### config.mk
export PLATFORM = sky130hd
export DESIGN_NAME = coh_home_top
export DESIGN_NICKNAME = d
export VERILOG_FILES = /design/src/rtl/coh_pkg.sv /design/src/rtl/coh_pick.sv /design/src/rtl/coh_client.sv /design/src/rtl/coh_home_ctrl.sv /design/src/rtl/coh_home_top.sv
export SDC_FILE = /design/constraint.sdc
export NUM_CORES = 1
export LEC_CHECK = 0
export CAP_MARGIN = 20
export CELL_PAD_IN_SITES_DETAIL_PLACEMENT = 1
export CELL_PAD_IN_SITES_GLOBAL_PLACEMENT = 1
export CORE_MARGIN = 1.5
export CORE_UTILIZATION = 47
export DETAILED_ROUTE_END_ITERATION = 12
export GPL_TIMING_DRIVEN = 0
export PLACE_DENSITY = 0.94
export SYNTH_ARGS = -nofsm -noshare
export SYNTH_HDL_FRONTEND = slang
export SYNTH_SLANG_ARGS = --single-unit
export TNS_END_PERCENT = 100
### constraint.sdc
create_clock -name clk_i -period 5 [get_ports clk_i]
set_clock_uncertainty 0.15 [all_clocks]
set_input_delay 1 -clock clk_i [delete_from_list [all_inputs] [get_ports clk_i]]
set_output_delay 1 -clock clk_i [all_outputs]
set_load 0.03 [all_outputs]
### src/rtl/coh_pkg.sv
package coh_pkg;
  typedef enum logic [2:0] {
    MSG_EMPTY   = 3'd0,
    MSG_REQ_SH  = 3'd1,
    MSG_REQ_EX  = 3'd2,
    MSG_INV     = 3'd3,
    MSG_INV_ACK = 3'd4,
    MSG_GNT_SH  = 3'd5,
    MSG_GNT_EX  = 3'd6
  } msg_e;

  typedef enum logic [1:0] {
    LINE_INV = 2'd0,
    LINE_SH  = 2'd1,
    LINE_EX  = 2'd2
  } line_e;
endpackage

### src/rtl/coh_pick.sv
module coh_pick #(
  parameter int N     = 4,
  parameter int IDX_W = (N > 1) ? $clog2(N) : 1
) (
  input  logic [N-1:0]     req_i,
  output logic             any_o,
  output logic [IDX_W-1:0] idx_o
);
  // lowest index wins
  always_comb begin
    idx_o = '0;
    for (int i = N - 1; i >= 0; i--) begin
      if (req_i[i]) idx_o = IDX_W'(i);
    end
  end
  assign any_o = |req_i;
endmodule

### src/rtl/coh_client.sv
module coh_client
  import coh_pkg::*;
(
  input  logic  clk_i,
  input  logic  rst_ni,
  input  logic  req_i,
  input  logic  req_excl_i,
  input  logic  ch1_pop_i,
  output msg_e  ch1_o,
  input  logic  ch2_push_i,
  input  msg_e  ch2_msg_i,
  output logic  ch2_empty_o,
  input  logic  ch3_pop_i,
  output logic  ch3_ack_o,
  output line_e line_o
);
  msg_e  ch1_q, ch2_q;
  logic  ch3_q, pend_q;
  line_e line_q;
  logic  issue_ok;

  assign issue_ok = req_i && (ch1_q == MSG_EMPTY) && !pend_q &&
                    (req_excl_i ? (line_q != LINE_EX) : (line_q == LINE_INV));

  always_ff @(posedge clk_i or negedge rst_ni) begin
    if (!rst_ni) begin
      ch1_q  <= MSG_EMPTY;
      ch2_q  <= MSG_EMPTY;
      ch3_q  <= 1'b0;
      pend_q <= 1'b0;
      line_q <= LINE_INV;
    end else begin
      if (issue_ok) begin
        ch1_q  <= req_excl_i ? MSG_REQ_EX : MSG_REQ_SH;
        pend_q <= 1'b1;
      end else if (ch1_pop_i) begin
        ch1_q <= MSG_EMPTY;
      end
      if (ch3_pop_i) ch3_q <= 1'b0;
      if (ch2_push_i) begin
        ch2_q <= ch2_msg_i;
      end else begin
        case (ch2_q)
          MSG_INV: if (!ch3_q) begin
            line_q <= LINE_INV;
            ch3_q  <= 1'b1;
            ch2_q  <= MSG_EMPTY;
          end
          MSG_GNT_SH: begin
            line_q <= LINE_SH;
            pend_q <= 1'b0;
            ch2_q  <= MSG_EMPTY;
          end
          MSG_GNT_EX: begin
            line_q <= LINE_EX;
            pend_q <= 1'b0;
            ch2_q  <= MSG_EMPTY;
          end
          default: ;
        endcase
      end
    end
  end

  assign ch1_o       = ch1_q;
  assign ch2_empty_o = (ch2_q == MSG_EMPTY);
  assign ch3_ack_o   = ch3_q;
  assign line_o      = line_q;
endmodule

### src/rtl/coh_home_ctrl.sv
module coh_home_ctrl
  import coh_pkg::*;
#(
  parameter int N     = 4,
  parameter int IDX_W = (N > 1) ? $clog2(N) : 1
) (
  input  logic         clk_i,
  input  logic         rst_ni,
  input  logic [N-1:0] req_vld_i,
  input  logic [N-1:0] req_ex_i,
  output logic [N-1:0] ch1_pop_o,
  input  logic [N-1:0] ch2_empty_i,
  output logic [N-1:0] ch2_push_o,
  output msg_e         ch2_msg_o [N],
  input  logic [N-1:0] ch3_ack_i,
  output logic [N-1:0] ch3_pop_o,
  output logic [N-1:0] sharer_o,
  output logic         excl_o,
  output logic         busy_o
);
  msg_e             cmd_q;
  logic [IDX_W-1:0] cur_q;
  logic [N-1:0]     sharer_q, inv_q;
  logic             exg_q;

  logic             pick_any;
  logic [IDX_W-1:0] pick_idx;
  logic             accept, inv_phase, gnt_sh, gnt_ex, gnt;
  logic [N-1:0]     cur_oh, inv_send;

  coh_pick #(.N(N), .IDX_W(IDX_W)) u_pick (
    .req_i (req_vld_i),
    .any_o (pick_any),
    .idx_o (pick_idx)
  );

  assign cur_oh    = N'(1) << cur_q;
  assign accept    = (cmd_q == MSG_EMPTY) && pick_any;
  assign inv_phase = (cmd_q == MSG_REQ_EX) || ((cmd_q == MSG_REQ_SH) && exg_q);
  assign inv_send  = inv_phase ? (inv_q & ch2_empty_i) : '0;
  assign gnt_sh    = (cmd_q == MSG_REQ_SH) && !exg_q && ch2_empty_i[cur_q];
  assign gnt_ex    = (cmd_q == MSG_REQ_EX) && (sharer_q == '0) && ch2_empty_i[cur_q];
  assign gnt       = gnt_sh || gnt_ex;

  assign ch1_pop_o  = accept ? (N'(1) << pick_idx) : '0;
  assign ch3_pop_o  = ch3_ack_i;
  assign ch2_push_o = inv_send | (gnt ? cur_oh : '0);

  always_comb begin
    for (int c = 0; c < N; c++) begin
      if (inv_send[c])  ch2_msg_o[c] = MSG_INV;
      else if (gnt_ex)  ch2_msg_o[c] = MSG_GNT_EX;
      else              ch2_msg_o[c] = MSG_GNT_SH;
    end
  end

  always_ff @(posedge clk_i or negedge rst_ni) begin
    if (!rst_ni) begin
      cmd_q    <= MSG_EMPTY;
      cur_q    <= '0;
      sharer_q <= '0;
      inv_q    <= '0;
      exg_q    <= 1'b0;
    end else begin
      if (accept) begin
        cmd_q <= req_ex_i[pick_idx] ? MSG_REQ_EX : MSG_REQ_SH;
        cur_q <= pick_idx;
        inv_q <= sharer_q;
      end else begin
        inv_q <= inv_q & ~inv_send;
      end
      // acks retire holders; a grant in the same cycle adds the requester
      if (gnt) begin
        sharer_q <= (sharer_q & ~ch3_ack_i) | cur_oh;
        cmd_q    <= MSG_EMPTY;
      end else begin
        sharer_q <= sharer_q & ~ch3_ack_i;
      end
      if (gnt_ex)          exg_q <= 1'b1;
      else if (|ch3_ack_i) exg_q <= 1'b0;
    end
  end

  assign sharer_o = sharer_q;
  assign excl_o   = exg_q;
  assign busy_o   = (cmd_q != MSG_EMPTY);
endmodule

### src/rtl/coh_home_top.sv
module coh_home_top
  import coh_pkg::*;
#(
  parameter int N_CLIENTS = 4
) (
  input  logic                   clk_i,
  input  logic                   rst_ni,
  input  logic [N_CLIENTS-1:0]   req_i,
  input  logic [N_CLIENTS-1:0]   req_excl_i,
  output logic [2*N_CLIENTS-1:0] line_o,
  output logic [N_CLIENTS-1:0]   sharer_o,
  output logic                   excl_o,
  output logic                   busy_o
);
  localparam int IDX_W = (N_CLIENTS > 1) ? $clog2(N_CLIENTS) : 1;

  msg_e                 ch1_msg [N_CLIENTS];
  msg_e                 ch2_msg [N_CLIENTS];
  line_e                line_w  [N_CLIENTS];
  logic [N_CLIENTS-1:0] req_vld, req_ex, ch1_pop, ch2_empty, ch2_push, ch3_ack, ch3_pop;

  for (genvar g = 0; g < N_CLIENTS; g++) begin : g_cli
    coh_client u_cli (
      .clk_i       (clk_i),
      .rst_ni      (rst_ni),
      .req_i       (req_i[g]),
      .req_excl_i  (req_excl_i[g]),
      .ch1_pop_i   (ch1_pop[g]),
      .ch1_o       (ch1_msg[g]),
      .ch2_push_i  (ch2_push[g]),
      .ch2_msg_i   (ch2_msg[g]),
      .ch2_empty_o (ch2_empty[g]),
      .ch3_pop_i   (ch3_pop[g]),
      .ch3_ack_o   (ch3_ack[g]),
      .line_o      (line_w[g])
    );
    assign req_vld[g]        = (ch1_msg[g] != MSG_EMPTY);
    assign req_ex[g]         = (ch1_msg[g] == MSG_REQ_EX);
    assign line_o[2*g +: 2]  = line_w[g];
  end

  coh_home_ctrl #(.N(N_CLIENTS), .IDX_W(IDX_W)) u_home (
    .clk_i       (clk_i),
    .rst_ni      (rst_ni),
    .req_vld_i   (req_vld),
    .req_ex_i    (req_ex),
    .ch1_pop_o   (ch1_pop),
    .ch2_empty_i (ch2_empty),
    .ch2_push_o  (ch2_push),
    .ch2_msg_o   (ch2_msg),
    .ch3_ack_i   (ch3_ack),
    .ch3_pop_o   (ch3_pop),
    .sharer_o    (sharer_o),
    .excl_o      (excl_o),
    .busy_o      (busy_o)
  );
endmodule

==> results.toml, run 1 <==
[outcome]
outcome = "completed"

[sta]
worst_slew_pin_slew_ps = 709
clock.fmax_ghz = 0.349
maxSlewViolCount = 0
final_period_minus_worst_setup_slack_ps = 2870
setup_viol_count_final = 0
hold_violations = 0
max_slew_margin_vs_limit = 0.515
setup_repair_after_global_routing_missed_its_margin = "false"
layout_worst_path_cycle_share = 0.574
setup-tns-final_ps = 0

[cts]
htreeDepth = 2
clock_insertion_delay_worst_skew_ps = 310
post_cts_buffers = 0
hold_buffers = 0
cts-buffers-inserted = 5
clock_input_transition_at_the_sequential_cells_of_the_worst_setup_and_hold_paths_ps = 100
maximum_number_of_buffers_from_clock_root_to_sink = 2
cts_root_buffer = "sky130_fd_sc_hd__clkbuf_8"
numClockSinks = 49
post_cts.resized_instances = 0
tritoncts_clock_tree = "yes"

[critical_path]
path_max_fanout = 5
critical_path_arrival_ps = 1720
critical_path_cell_count = 3
crit_buf_inv = 2
crit_type = "reg2out"
crit_path_start = "u_home.cmd_q[1]$_DFFE_PN0P_"
cpLargestDelayFamily = "buffers and inverters"
crit_required_ps = 3850
launch_point_of_the_worst_reg_to_reg_path = "u_home.cmd_q[1]$_DFFE_PN0P_"
reg2reg_to = "u_home.inv_q[3]$_DFF_PN0_"
critical_path.startpoint_type = "flop"
worst_setup_path_end_kind = "primary output"
reg2regPathDepth = 5
timing.reg2reg.setup_slack_ps = 2610
crit_path_cell_trace = "nor2_1, inv_1, clkdlybuf4s50_1"
endpoint = "busy_o"
critical-path-max-stage-delay_ps = 620
cpMaxStageDelayCell = "sky130_fd_sc_hd__clkdlybuf4s50_1"

[die]
placementRows = 26
chipHeight_microns = 75.7
die_area_sq_mm = 0.00574
start_util = 0.487
core_region_area_sq_mm = 0.00511
boundary_pin_count = 24
die_x_microns = 75.7

[grt]
grt_start_max_net_pins = 40
grt_pass1_vias = 2236
globalRouteTotalUtil = 0.255
grt_antenna_before_repair = 0
grt_pass1_wl_microns = 10900
grt_remaining_overflow = 0

[hold_path]
min_path_type = "reg2reg"

[layout]
area_growth_syn_to_layout_pct = 17.5
fin_nets = 310
layout-drive-gt1-share = 0.0797
post_layout_nonfiller_instances = 371
n_antenna_cell = 0

[yosys]
yosysTopAreaCell = "sky130_fd_sc_hd__dfrtp_1"
async_reset_ff_frac = 1.00
mappedNetlistArea_sq_mm = 0.00249
netlist_instances = 269
synth.area.top_cells = "sky130_fd_sc_hd__dfrtp_1 49%, sky130_fd_sc_hd__nand2_1 6.6%, sky130_fd_sc_hd__nor2_1 3.3%, sky130_fd_sc_hd__inv_1 3.2%, sky130_fd_sc_hd__a22o_1 2.8%"
synth.net_count = 279
synth_most_common_cell = "sky130_fd_sc_hd__dfrtp_1"
post_synth_edffs = 0
yosysWarnings = 0
ys_ff_latch = 49
post_synth_most_frequent_cells = "49 x sky130_fd_sc_hd__dfrtp_1, 44 x sky130_fd_sc_hd__nand2_1, 22 x sky130_fd_sc_hd__nor2_1, 21 x sky130_fd_sc_hd__inv_1, 13 x sky130_fd_sc_hd__o21ai_0"
synth_top_flop_cell = "sky130_fd_sc_hd__dfrtp_1"
post_synth.cell_area_avg_sq_um = 9.24
yosysSeqAreaShare = 0.493
synth_largest_type_area_fraction = 0.493
ys_types = 41

[drt]
vias_per_instance = 5.94
route.final.wire_length_microns = 6850
route.met2.wl_microns = 3390
detail_route.first_pass.iterations = 4
num_vias = 2204
drt_iter0_markers = 89
met1_length_microns = 3130
route.antenna.remaining_nets = 0
maxUsedRoutingLayer = "met4"
post-route-drc-count = 0
met3_wirelength_microns = 198
avgRoutedWirePerCell_microns = 18.5

[placed_design]
globalplace.congestion = 0.862
dpl.hpwl_microns = 4990
placedCellCount = 363
io_buffer_count = 23

[power_and_ir_drop]
power_leakage_nw = 1.29
power_density_mw_per_mm2 = 683
vdd.ir_drop.worst_v = 0.000355
power.total_mw = 1.99

[job]
timing.max_cap.violations = 0
==> metrics by stage <==
stage	hold slack (ps)	area, sq um	worst slack [ps]	utilization
after CTS	370	2920	2130	0.572
final	361	2920	2130	0.572
after global routing	388	2920	2020	0.572
after detailed placement	349	2820	2470	0.552
after global placement	356	2800	1350	0.549
after floorplan	298	2490	2890	-
==> cell type report <==
cell class	count	area (sq um)
flip-flops and latches	49	1230
clock inverters	1	5.00
inverters	21	78.8
repair buffers	24	245
plain buffers	12	58.8
fillers	604	2190
clock buffers	7	96.3
well taps	70	87.6
multi-input cells	187	1120
==> cell families (layout without fill, tap and decap cells) <==
kind of cell / count (synthesis) / in the layout / share of synthesized area
and+or+nand+nor: 100 / 100 / 0.195
DFF: 49 / 49 / 0.493
buffers and inverters: 33 / 65 / 0.0554
AOI/OAI and AO/OA: 83 / 83 / 0.243
xor gates and xnor gates: 4 / 4 / 0.0141
==> worst min-delay path by stage <==
| stage | from | endpoint | slack, ps | depth (start not counted) |
|---|---|---|---|---|
| 2_1_floorplan | g_cli[2].u_cli.ch3_ack_o$_DFF_PN0_ | u_home.sharer_o[2]$_DFF_PN0_ | 300 | 1 |
| 3_3_place_gp | g_cli[3].u_cli.ch3_ack_o$_DFF_PN0_ | u_home.sharer_o[3]$_DFF_PN0_ | 360 | 1 |
| 3_5_place_dp | g_cli[3].u_cli.ch3_ack_o$_DFF_PN0_ | u_home.sharer_o[3]$_DFF_PN0_ | 350 | 1 |
| 4_1_cts | g_cli[3].u_cli.ch3_ack_o$_DFF_PN0_ | u_home.sharer_o[3]$_DFF_PN0_ | 370 | 1 |
| 5_1_grt | g_cli[3].u_cli.ch3_ack_o$_DFF_PN0_ | u_home.sharer_o[3]$_DFF_PN0_ | 390 | 1 |
| 6_report | g_cli[3].u_cli.ch3_ack_o$_DFF_PN0_ | u_home.sharer_o[3]$_DFF_PN0_ | 360 | 1 |
==> cells in the final DEF, fill, tap and decap left out, types with 5 or more instances in the layout <==
cell / synthesis / routed
sky130_fd_sc_hd__a21oi_1: 11 / 11
sky130_fd_sc_hd__a22o_1: 8 / 8
sky130_fd_sc_hd__a22oi_1: 7 / 7
sky130_fd_sc_hd__a2bb2oi_1: 5 / 5
sky130_fd_sc_hd__a31oi_1: 8 / 8
sky130_fd_sc_hd__clkbuf_1: 8 / 8
sky130_fd_sc_hd__clkbuf_8: 0 / 7
sky130_fd_sc_hd__clkdlybuf4s50_1: 0 / 22
sky130_fd_sc_hd__dfrtp_1: 49 / 49
sky130_fd_sc_hd__inv_1: 21 / 21
sky130_fd_sc_hd__nand2_1: 44 / 44
sky130_fd_sc_hd__nand2b_1: 8 / 8
sky130_fd_sc_hd__nor2_1: 22 / 22
sky130_fd_sc_hd__o21ai_0: 13 / 13
sky130_fd_sc_hd__o22ai_1: 9 / 9
==> routing by layer <==
layer	vias to the layer above	track usage
li1	1026	-
met1	1125	0.325
met2	38	0.438
met3	15	0.0463
met4	0	0.0833
met5	-	0
==> report_power, final <==
part	switching (mW)	total, mW	internal, mW
Clock	0.136	0.262	0.125
Sequential	0.152	0.702	0.550
Combinational	0.615	1.03	0.416
==> state kept, by name, summed over array words and instances, names as in the netlist <==
register	cells
g_cli.u_cli.ch1_o	8
g_cli.u_cli.ch2_q	12
g_cli.u_cli.ch3_ack_o	4
g_cli.u_cli.line_o	8
g_cli.u_cli.pend_q	4
u_home.cmd_q	2
u_home.cur_q	2
u_home.excl_o	1
u_home.inv_q	4
u_home.sharer_o	4
No activity file was read; power rests on OpenSTA's default activity.
==> run 2, diff against run 1 <==
- CORE_UTILIZATION: 47 -> 39
- PLACE_DENSITY: 0.94 -> 0.85
- clock period: 5 -> 2.3 ns (I/O delays scaled with it)
==> run 2 against run 1 <==
Compared with the run above:
- the flow now finishes with violations (negative hold slack)
- sequential share of layout area is 0.59 points lower
- final area is 1.4% higher
- first-iteration DRC count is 5.6% lower
- hold slack worse by 380 ps
- global-route usage is 5.6 points lower
- routed wire length is 4.0% lower
- critical path depth is 2 higher
- clock-buffer cell count stayed put
- setup slack worse by 2100 ps
- flip-flop and latch count stayed put
- clock power is 120% higher
- power is 120% higher
- critical endpoint is now g_cli[0].u_cli.ch2_q[0]$_DFFE_PN0P_
==> results.toml, run 2 (synthesis results as in run 1) <==
[sta]
timing.final.ws_setup_ps = 75.4
maxSlewViolCount = 0
setup_viol_count_final = 0
final_period_minus_worst_setup_slack_ps = 2220
clock.fmax_ghz = 0.450
max_slew_margin_vs_limit = 0.563
hold_violations = 23
layout_worst_path_cycle_share = 0.967
whs_ps = -16.6
worst_slew_pin_slew_ps = 639
setup_repair_after_global_routing_missed_its_margin = "false"
setup-tns-final_ps = 0

[grt]
grt_pass1_wl_microns = 11100
grt_pass1_vias = 2230
grt_antenna_before_repair = 0
grt_start_max_net_pins = 27
globalRouteTotalUtil = 0.198
grt_remaining_overflow = 0

[placed_design]
placedCellCount = 368
dpl.hpwl_microns = 4680
post_dp_cell_area_sq_mm = 0.00283
preCtsSetupSlack_ps = 10.3
io_buffer_count = 23
globalplace.congestion = 0.830

[critical_path]
worst_setup_path_end_kind = "flop"
timing.reg2reg.setup_slack_ps = 80
crit_required_ps = 2380
endpoint = "g_cli[0].u_cli.ch2_q[0]$_DFFE_PN0P_"
reg2reg_to = "g_cli[0].u_cli.ch2_q[0]$_DFFE_PN0P_"
critical_path.startpoint_type = "flop"
reg2regPathDepth = 5
path_max_fanout = 10
crit_path_start = "g_cli[1].u_cli.ch2_q[1]$_DFFE_PN0P_"
critical_path_arrival_ps = 2300
crit_type = "reg2reg"
launch_point_of_the_worst_reg_to_reg_path = "g_cli[1].u_cli.ch2_q[1]$_DFFE_PN0P_"

[die]
chipHeight_microns = 82.8
placementRows = 28
die_area_sq_mm = 0.00686
core_region_area_sq_mm = 0.00603
die_x_microns = 82.8
start_util = 0.413
boundary_pin_count = 24

[cts]
cts_root_buffer = "sky130_fd_sc_hd__clkbuf_8"
htreeDepth = 2
numClockSinks = 49
maximum_number_of_buffers_from_clock_root_to_sink = 2
clock_input_transition_at_the_sequential_cells_of_the_worst_setup_and_hold_paths_ps = 90
clock_insertion_delay_worst_skew_ps = 300
tritoncts_clock_tree = "yes"
cts-buffers-inserted = 5

[drt]
route.final.wire_length_microns = 6570
num_vias = 2165
met3_wirelength_microns = 151
route.antenna.remaining_nets = 0
drt_iter0_markers = 84
post-route-drc-count = 0
maxUsedRoutingLayer = "met4"
vias_per_instance = 5.73
detail_route.first_pass.iterations = 4
avgRoutedWirePerCell_microns = 17.4
route.met2.wl_microns = 3270
met1_length_microns = 3090

[job]
timing.max_cap.violations = 0

[layout]
final_design_area_no_fill_sq_mm = 0.00296
layout.cells.most_common = "sky130_fd_sc_hd__dfrtp_1"
largest_register_ffs = 12
post_layout_nonfiller_instances = 378
layout-drive-gt1-share = 0.0990
area_of_the_multi_input_gates_sq_mm = 0.00114
n_antenna_cell = 0
regMostFlops = "g_cli.u_cli.ch2_q"
n_fill_cell = 706
fin_nets = 312
layout.cells.most_common_list = "49 x sky130_fd_sc_hd__dfrtp_1, 44 x sky130_fd_sc_hd__nand2_1, 22 x sky130_fd_sc_hd__nor2_1"
final_core_utilization = 0.491
seq_area_sq_mm = 0.00123
area_growth_syn_to_layout_pct = 19.1

[hold_path]
min_path_type = "in2async"

[outcome]
violated_checks = "negative hold slack"
outcome = "finished with violations"

[power_and_ir_drop]
power_leakage_nw = 1.30
vdd.ir_drop.worst_v = 0.000724
power_density_mw_per_mm2 = 1480
power.total_mw = 4.39
run 2: cell count changes in the layout (fill, tap and decap cells not counted):
cell / previous run / this run
sky130_fd_sc_hd__buf_4: 1 / 3
sky130_fd_sc_hd__dlygate4sd2_1: 0 / 1
sky130_fd_sc_hd__o21ai_2: 0 / 1
sky130_fd_sc_hd__o22ai_1: 9 / 7
sky130_fd_sc_hd__o22ai_2: 0 / 2
sky130_fd_sc_hd__o21ai_1: 1 / 0
sky130_fd_sc_hd__clkdlybuf4s50_1: 22 / 21
sky130_fd_sc_hd__or3_1: 2 / 1
sky130_fd_sc_hd__or3_4: 1 / 2
run 2: power by group:
group          total, mW  internal [mW]  switching, mW
combinational       2.30          0.956           1.35
clock              0.565          0.272          0.292
sequential          1.52           1.20          0.320
run 2: worst min path at each step:
stage	from	to	slack, ps
after floorplan	rst_ni	g_cli[0].u_cli.ch1_o[0]$_DFFE_PN0P_	10
after global placement	g_cli[3].u_cli.ch3_ack_o$_DFF_PN0_	u_home.sharer_o[3]$_DFF_PN0_	340
after detailed placement	rst_ni	g_cli[3].u_cli.line_o[0]$_DFFE_PN0P_	340
after CTS	rst_ni	g_cli[3].u_cli.line_o[0]$_DFFE_PN0P_	5
after global routing	rst_ni	g_cli[3].u_cli.line_o[0]$_DFFE_PN0P_	30
final	rst_ni	g_cli[3].u_cli.line_o[0]$_DFFE_PN0P_	-20
run 2: worst max-delay path, stage by stage (launching register included):
cell and delay, ps:
sky130_fd_sc_hd__dfrtp_1 370, sky130_fd_sc_hd__buf_2 180, sky130_fd_sc_hd__or3_4 420, sky130_fd_sc_hd__a221oi_4 290, sky130_fd_sc_hd__or4b_4 550, sky130_fd_sc_hd__o22ai_1 190
run 2: repair_timing:
| action | 4_1_cts | 5_1_grt |
|---|---|---|
| gates resized for setup | 1 | 4 |
| hold buffers | 0 | 0 |
| buffers inserted | 2 | 0 |
| setup endpoints to repair | 5 | 6 |
| pin swaps | 1 | 0 |
run 2: final cells by class:
type | instances | share of cell area
repair buffers | 26 | 0.0875
flip-flops and latches | 49 | 0.414
inverters | 21 | 0.0266
clock inverters | 1 | 0.00169
clock buffers | 7 | 0.0325
multi-input cells | 187 | 0.386
well taps | 75 | 0.0317
plain buffers | 12 | 0.0199
run 2: metal layers:
layer  up-vias  global-route usage
li1       1023                   -
met1      1121               0.274
met2        16               0.327
met3         5              0.0348
met4         0              0.0455
met5         -                   0
